### config.mk
export PLATFORM = sky130hd
export DESIGN_NAME = uopPortDispatch
export DESIGN_NICKNAME = d
export VERILOG_FILES = /design/src/rtl/dispatchPkg.sv /design/src/rtl/dispatchCtrl.sv /design/src/rtl/dispatchCounters.sv /design/src/rtl/uopPortDispatch.sv
export SDC_FILE = /design/constraint.sdc
export NUM_CORES = 1
export LEC_CHECK = 0
export ABC_AREA = 1
export CAP_MARGIN = 20
export CORE_MARGIN = 2
export CORE_UTILIZATION = 45
export CTS_CLUSTER_DIAMETER = 100
export DETAILED_ROUTE_END_ITERATION = 8
export PLACE_DENSITY = 0.73
export SKIP_LAST_GASP = 1
export SLEW_MARGIN = 20
export SYNTH_ARGS = -nofsm -noshare
export SYNTH_HDL_FRONTEND = slang
export SYNTH_SLANG_ARGS = --single-unit
### constraint.sdc
create_clock -name clk -period 7.66 [get_ports clk]
set_input_delay 1.915 -clock clk [delete_from_list [all_inputs] [get_ports clk]]
set_output_delay 1.915 -clock clk [all_outputs]
set_load 0.05 [all_outputs]
### src/rtl/dispatchPkg.sv
package dispatchPkg;
  localparam int NUM_PORTS = 6;
  localparam int P_ALU0  = 0;
  localparam int P_ALU1  = 1;
  localparam int P_LOAD  = 2;
  localparam int P_STADR = 3;
  localparam int P_STDAT = 4;
  localparam int P_ALU5  = 5;
  localparam int INC_W   = $clog2(NUM_PORTS + 1);

  typedef logic [NUM_PORTS-1:0] portVec;

  localparam portVec ARITH_SET = portVec'((1 << P_ALU0) | (1 << P_ALU1) | (1 << P_ALU5));
  localparam portVec STORE_SET = portVec'((1 << P_STADR) | (1 << P_STDAT));

  typedef struct packed {
    logic             accept;
    logic [INC_W-1:0] unfusedInc;
  } cntStrobe;
endpackage

### src/rtl/dispatchCtrl.sv
module dispatchCtrl
  import dispatchPkg::*;
(
  input  logic     clk,
  input  logic     rst,
  input  logic     inValid,
  input  portVec   inMask,
  input  portVec   portBusy,
  output logic     inReady,
  output portVec   issue,
  output cntStrobe strobe
);
  portVec freeVec;
  portVec arithCand;
  portVec arithPick;
  portVec plan;
  logic   needArith, needLoad, needStore;
  logic   arithOk, loadOk, storeOk, accept;
  logic [INC_W-1:0] popCount;

  assign freeVec   = ~portBusy;
  assign needArith = |(inMask & ARITH_SET);
  assign needLoad  = inMask[P_LOAD];
  assign needStore = |(inMask & STORE_SET);

  // lowest set bit of the free allowed arithmetic ports
  assign arithCand = inMask & ARITH_SET & freeVec;
  assign arithPick = arithCand & (~arithCand + portVec'(1));

  assign arithOk = !needArith || (|arithCand);
  assign loadOk  = !needLoad  || freeVec[P_LOAD];
  assign storeOk = !needStore || (freeVec[P_STADR] && freeVec[P_STDAT]);

  assign inReady = arithOk && loadOk && storeOk;
  assign accept  = inValid && inReady && (|inMask);

  always_comb begin
    plan = arithPick;
    if (needLoad) plan[P_LOAD] = 1'b1;
    if (needStore) begin
      plan[P_STADR] = 1'b1;
      plan[P_STDAT] = 1'b1;
    end
  end

  assign issue = accept ? plan : '0;

  always_comb begin
    popCount = '0;
    for (int i = 0; i < NUM_PORTS; i++) popCount = popCount + INC_W'(issue[i]);
  end

  assign strobe.accept     = accept;
  assign strobe.unfusedInc = popCount;

  a_r3_no_busy_issue: assert property (@(posedge clk) disable iff (rst)
    (issue & portBusy) == '0);
  a_r2_one_arith: assert property (@(posedge clk) disable iff (rst)
    $onehot0(issue & ARITH_SET));
  a_r5_store_pair: assert property (@(posedge clk) disable iff (rst)
    issue[P_STADR] == issue[P_STDAT]);
  a_r11_idle_quiet: assert property (@(posedge clk) disable iff (rst)
    !inValid |-> (issue == '0));
  a_r6_subset: assert property (@(posedge clk) disable iff (rst)
    (issue & ~(inMask | STORE_SET)) == '0);
endmodule

### src/rtl/dispatchCounters.sv
module dispatchCounters
  import dispatchPkg::*;
#(
  parameter int CNT_W = 16
) (
  input  logic             clk,
  input  logic             rst,
  input  cntStrobe         strobe,
  output logic [CNT_W-1:0] fusedCount,
  output logic [CNT_W-1:0] unfusedCount
);
  localparam logic [CNT_W-1:0] CNT_MAX = {CNT_W{1'b1}};

  logic [CNT_W:0]   unfusedSum;
  logic [CNT_W-1:0] unfusedNext;
  logic [CNT_W-1:0] fusedNext;

  assign unfusedSum  = {1'b0, unfusedCount} + {{(CNT_W + 1 - INC_W){1'b0}}, strobe.unfusedInc};
  assign unfusedNext = unfusedSum[CNT_W] ? CNT_MAX : unfusedSum[CNT_W-1:0];
  assign fusedNext   = (fusedCount == CNT_MAX) ? CNT_MAX : fusedCount + 1'b1;

  always_ff @(posedge clk) begin
    if (rst) begin
      fusedCount   <= '0;
      unfusedCount <= '0;
    end else if (strobe.accept) begin
      fusedCount   <= fusedNext;
      unfusedCount <= unfusedNext;
    end
  end

  a_r9_fused_hold: assert property (@(posedge clk) disable iff (rst)
    (fusedCount == CNT_MAX) |=> (fusedCount == CNT_MAX));
  a_r9_unfused_hold: assert property (@(posedge clk) disable iff (rst)
    (unfusedCount == CNT_MAX) |=> (unfusedCount == CNT_MAX));
  a_r7_no_accept_hold: assert property (@(posedge clk) disable iff (rst)
    !strobe.accept |=> $stable(fusedCount) && $stable(unfusedCount));
  a_r8_unfused_ge: assert property (@(posedge clk) disable iff (rst)
    (unfusedCount != CNT_MAX && fusedCount != CNT_MAX) |-> (unfusedCount >= fusedCount));
endmodule

### src/rtl/uopPortDispatch.sv
module uopPortDispatch
  import dispatchPkg::*;
#(
  parameter int CNT_W = 16
) (
  input  logic             clk,
  input  logic             rst,
  input  logic             inValid,
  output logic             inReady,
  input  logic [5:0]       inMask,
  input  logic [5:0]       portBusy,
  output logic [5:0]       issue,
  output logic [CNT_W-1:0] fusedCount,
  output logic [CNT_W-1:0] unfusedCount
);
  cntStrobe strobe;

  dispatchCtrl uCtrl (
    .clk      (clk),
    .rst      (rst),
    .inValid  (inValid),
    .inMask   (inMask),
    .portBusy (portBusy),
    .inReady  (inReady),
    .issue    (issue),
    .strobe   (strobe)
  );

  dispatchCounters #(.CNT_W(CNT_W)) uCnt (
    .clk          (clk),
    .rst          (rst),
    .strobe       (strobe),
    .fusedCount   (fusedCount),
    .unfusedCount (unfusedCount)
  );
endmodule

Word-level counts from Yosys, hierarchy flattened
Cells that the tools add are included.
{"block": "word_totals", "elab_cells": 35, "regBits": 32, "out_inout_bits": 39}
{"block": "op_classes", "bitwise_logic": 4, "reduce_logical": 15, "add_sub_neg": 8, "eq_ne": 1, "mux": 5}
{"op": "16-bit two-way mux", "n": 2}
{"op": "16-bit by 3-bit adder with 17-bit output", "n": 1}
{"op": "16-bit by 1-bit adder with 16-bit output (second input constant)", "n": 1}
{"op": "16-bit == test (second input constant)", "n": 1}
{"op": "3-bit by 1-bit adder with 3-bit output", "n": 4}
{"op": "6-bit bitwise AND", "n": 2}
{"op": "6-bit inverter", "n": 2}
{"op": "6-bit OR reduction", "n": 2}
{"op": "6-bit by 1-bit adder with 6-bit output (second input constant)", "n": 1}
{"op": "6-bit two-way mux", "n": 1}
{"op": "1-bit logical AND", "n": 5}
{"op": "1-bit zero test", "n": 3}
{"op": "1-bit logical OR", "n": 3}
{"op": "3-bit OR reduction", "n": 1}
{"op": "1-bit by 1-bit adder with 2-bit output", "n": 1}
{"op": "2-bit two-way mux", "n": 1}
{"op": "2-bit OR reduction", "n": 1}
{"op": "1-bit two-way mux", "n": 1}

Logic depth before layout (Yosys ltp)
{"block": "depth", "word_depth": 16, "ltp_mapped": 25}

Hierarchy
Synthesis repeated with hierarchy kept, for this count alone.
{"block": "hier_totals", "hier_cells": 313, "area_unflattened_um2": 2112.0}
{"module": "dispatchCounters", "seq_area_each_um2": 640.6, "cells_per_inst": 277, "instances": 1, "area_each_um2": 1901.8}
{"module": "dispatchCtrl", "seq_area_each_um2": 0.0, "cells_per_inst": 36, "instances": 1, "area_each_um2": 210.2}

Least setup slack after synthesis
OpenSTA, ideal clock, no wires.
{"block": "synth_path", "kind": "in2reg", "from": "input port inMask[4]", "to": "register uCnt.unfusedCount[11]", "stages": 23, "required_ns": 7.596, "arrival_ns": 5.782, "slack_ns": 1.814, "setup_ns": 0.064, "cell_sequence": "inv_1 > nand2_1 > o21ai_2 > nand2_2 > nor2_8 > nand2_4 > buf_6 > nor3b_2 > ha_1 > inv_1 > fa_1 > fa_1 > fa_1 > inv_1 > nand3_1 > nand2_1 > nand2_2 > clkinv_1 > nand2_1 > nand3_2 > buf_4 > nor2_1 > nor2_1"}
{"block": "synth_between", "elab_chain_len": 14, "word_cells_on_any_way": 16, "classes_between": "6 x add/sub; 3 x mux; 7 x reduce/logical"}
{"item": "start: declaration", "line_no": "uopPortDispatch.sv:10", "source": "input logic [5:0] inMask,"}
{"item": "2-bit OR reduction", "line_no": "dispatchCtrl.sv:24", "source": "assign needStore = |(inMask & STORE_SET);"}
{"item": "1-bit zero test", "line_no": "dispatchCtrl.sv:32", "source": "assign storeOk = !needStore || (freeVec[P_STADR] && freeVec[P_STDAT]);"}
{"item": "1-bit logical OR", "line_no": "dispatchCtrl.sv:32"}
{"item": "1-bit logical AND", "line_no": "dispatchCtrl.sv:34", "source": "assign inReady = arithOk && loadOk && storeOk;"}
{"item": "net inReady", "line_no": "uopPortDispatch.sv:9", "source": "output logic inReady,"}
{"item": "1-bit logical AND (2 in series)", "line_no": "dispatchCtrl.sv:35", "source": "assign accept = inValid && inReady && (|inMask);"}
{"item": "6-bit two-way mux", "line_no": "dispatchCtrl.sv:46", "source": "assign issue = accept ? plan : '0;"}
{"item": "net issue[1]", "line_no": "uopPortDispatch.sv:12", "source": "output logic [5:0] issue,"}
{"item": "1-bit by 1-bit adder with 2-bit output", "line_no": "dispatchCtrl.sv:50", "source": "for (int i = 0; i < NUM_PORTS; i++) popCount = popCount + INC_W'(issue[i]);"}
{"item": "3-bit by 1-bit adder with 3-bit output (4 in series)", "line_no": "dispatchCtrl.sv:50"}
{"item": "16-bit by 3-bit adder with 17-bit output", "line_no": "dispatchCounters.sv:18", "source": "assign unfusedSum = {1'b0, unfusedCount} + {{(CNT_W + 1 - INC_W){1'b0}}, strobe.unfusedInc};"}
{"item": "16-bit two-way mux", "line_no": "dispatchCounters.sv:19", "source": "assign unfusedNext = unfusedSum[CNT_W] ? CNT_MAX : unfusedSum[CNT_W-1:0];"}
{"item": "end signal: assignment", "line_no": "dispatchCounters.sv:28", "source": "unfusedCount <= unfusedNext;"}
{"item": "end: declaration", "line_no": "dispatchCounters.sv:10", "source": "output logic [CNT_W-1:0] unfusedCount"}
The timed path passes the listed nets, and every way through them passes these cells.
A chain may end at the register's enable or synchronous reset.

Final worst setup path
{"block": "layout_path", "from": "input port inMask[2]", "to": "output port issue[1]"}
{"block": "layout_between", "elab_chain_len": 7, "word_cells_on_any_way": 8, "classes_between": "1 x mux; 7 x reduce/logical"}
{"item": "1-bit zero test", "line_no": "dispatchCtrl.sv:31", "source": "assign loadOk = !needLoad || freeVec[P_LOAD];"}
{"item": "1-bit logical OR", "line_no": "dispatchCtrl.sv:31"}
{"item": "1-bit logical AND (2 in series)", "line_no": "dispatchCtrl.sv:34"}
{"item": "1-bit logical AND", "line_no": "dispatchCtrl.sv:35"}
{"item": "1-bit logical AND (*)", "line_no": "dispatchCtrl.sv:35"}
{"item": "6-bit two-way mux (*)", "line_no": "dispatchCtrl.sv:46"}
{"item": "end: declaration", "line_no": "uopPortDispatch.sv:12"}
Every way passes the cells marked *; elsewhere a longest branch is shown, timed or not.

==> results_dict.tcl <==
set metrics [dict create \
    status "completed" \
    layoutNonFillerInstCount 528 \
    dpl.hpwl_um 4160 \
    end_kind "output pin" \
    antenna_found_initial 0 \
    cap_violations 0 \
    cp.arrival_ns 4.20 \
    final_util 0.590 \
    setup_viol 0 \
    syn_avg_cell_area_um2 5.91 \
    total_power_mw 0.441 \
    rows 26 \
    gp_congestion 0.822 \
    post_cts_buffers 0 \
    dr_total_vias 2466 \
    cts_root_buffer "clkbuf_8" \
    clock_skew_ns 0.00684 \
    timing.setup.tns_ns 0 \
    syn_to_final_growth_pct 26.4 \
    drt-initial-drc-count 112 \
    synthesis.nets 429 \
    clock_path_buffers 2 \
    grt_pass1_vias 2348 \
    nNetsFinal 480 \
    tritoncts "yes" \
    die-area_um2 5930 \
    max-vdd-ir-drop_mv 0.102 \
    dr.pass1.iters 4 \
    postRouteAntennaNets 0 \
    cts_buffers 5 \
    hold_class "flop to flop" \
    insertedDiodeCount 0 \
    ys_warn_count 0 \
    die_w_um 77.0 \
    dp_cells 520 \
    yosysTopAreaCellShare 0.267 \
    ys_ff_latch 32 \
    avgRoutedWirePerCell_um 10.5 \
    tightest_slew_ns 0.980 \
    ys_top_cells_by_area "dfxtp_1 (27%), nand2_1 (23%), nor2_1 (13%), inv_1 (9.9%), xor2_1 (5.5%)" \
    initial_core_util 0.467 \
    rsz0062_at_grt "no" \
    crit_required_ns 5.75 \
    synth_largest_area_cell "dfxtp_1" \
    syn_inst 406 \
    cts.sinks 32 \
    hold_viol 0 \
    drive_above_1_share 0.0480 \
    cts-resized-gates 0 \
    pin_count 54 \
    clkLatencyLatePin_ns 0.29 \
    seq_area_frac_synth 0.267 \
    portBuffers 53 \
    routed_via_density 4.67 \
    hold_buffers 0 \
    globalRouteTotalUtil 0.204 \
    core_um2 5140 \
    maxSlewHeadroom 0.346 \
    power.leakage_nw 1.51 \
    min_period_over_period 0.798 \
    drv_slew 0 \
    grt_pass1_wl_um 10100 \
    dp_slack_ns 1.53 \
    worst_setup_path_start_kind "primary input" \
    crit_path_max_fanout 34 \
    wirelength_um 5560 \
    fin_ws_ns 1.55 \
    grt_overflow_total 0 \
    clk_pin_slew_ns 0.07 \
    drc_errors 0 \
    fmax_mhz 164 \
    layout_min_cycle_time_ns 6.11 \
    critical_path_class "primary input to output pin" \
    synth_cell_types 27 \
    synth_area_um2 2400 \
    dieHeight_um 77.0 \
    htree_levels 2 \
    p_per_area_nw_per_um2 145 \
    grt_max_degree 35 \
]
-- where the power goes --
group | total, mW | internal (mW) | switching (mW)
sequential | 0.188 | 0.176 | 0.0120
combinational | 0.117 | 0.0410 | 0.0764
clock | 0.136 | 0.0733 | 0.0625
-- worst max-delay path: stages --
cell	delay [ns]
clkdlybuf4s50_1	0.50
nor2_1	0.06
nand3_1	0.07
nand2_1	0.07
inv_1	0.19
nand2_4	0.27
nor3b_2	0.27
clkdlybuf4s50_1	0.84
-- routing by layer --
metal / vias up / share of wire / wire length [um] / track usage
met5: - / 0 / 0 / 0
li1: 1304 / - / - / -
met1: 1099 / 0.47 / 2600 / 0.259
met2: 55 / 0.48 / 2670 / 0.354
met4: 0 / 0.0095 / 53 / 0.0571
met3: 8 / 0.044 / 246 / 0.0388
-- stage by stage --
stage          instance area (um^2)  hold WS (ns)
2_1_floorplan                  2400         0.703
3_3_place_gp                   2940         0.505
3_5_place_dp                   2940         0.507
4_1_cts                        3030         0.520
5_1_grt                        3030         0.564
6_report                       3030         0.514
-- worst paths after layout --
path,cells past startpoint,slack (ns),from,end
max,8,1.55,inMask[2],issue[1]
min,2,0.51,uCnt.unfusedCount[1],uCnt.unfusedCount[1]
max reg2reg,12,5.64,uCnt.unfusedCount[0],uCnt.unfusedCount[14]
min reg2reg,2,0.51,uCnt.unfusedCount[1],uCnt.unfusedCount[1]
-- state kept, by name, summed over array words and instances (netlist names) --
register / cells
uCnt.fusedCount: 16
uCnt.unfusedCount: 16
-- cell type report --
cell class / instances / area (um^2)
Inverter: 64 / 240
Sequential cell: 32 / 641
Multi-Input combinational cell: 301 / 1440
Timing Repair Buffer: 53 / 531
Fill cell: 538 / 2110
Tap cell: 70 / 87.6
Clock buffer: 8 / 90.1
-- cell families after synthesis --
kind of cell,Yosys count,share of synthesized area
and+or+nand+nor,273,0.482
AOI/OAI and AO/OA,4,0.00990
adders and majority gates,8,0.0511
xor gates and xnor gates,16,0.0584
DFF,32,0.267
buffers and inverters,73,0.131
-- cell usage in the layout (no fill, tap or decap), types with 3 or more instances in the layout --
cell type / n
nor2_2: 4
nand4_1: 6
clkdlybuf4s50_1: 53
nand2_1: 145
ha_1: 5
dfxtp_1: 32
nor2_1: 85
xor2_1: 15
nor3_1: 3
inv_1: 63
nand3_1: 18
clkbuf_8: 6
fa_1: 3
-- Yosys cell counts --
library cell	number
nor2_1	85
nand2_2	2
xor2_1	15
a21oi_1	2
nor3_2	2
inv_1	63
nand2_1	145
nor3_1	3
fa_1	3
o21ai_2	1
buf_4	2
dfxtp_1	32
nand2_4	1
buf_2	3
xnor2_1	1
clkinv_1	1
nand3_1	18
nor2_4	2
nand4_1	6
buf_6	4
nor3b_2	1
ha_1	5
nand3_2	2
o21ai_0	1
nand3b_1	1
nor2_8	1
nor2_2	4
No activity file was read; power rests on OpenSTA's default activity.
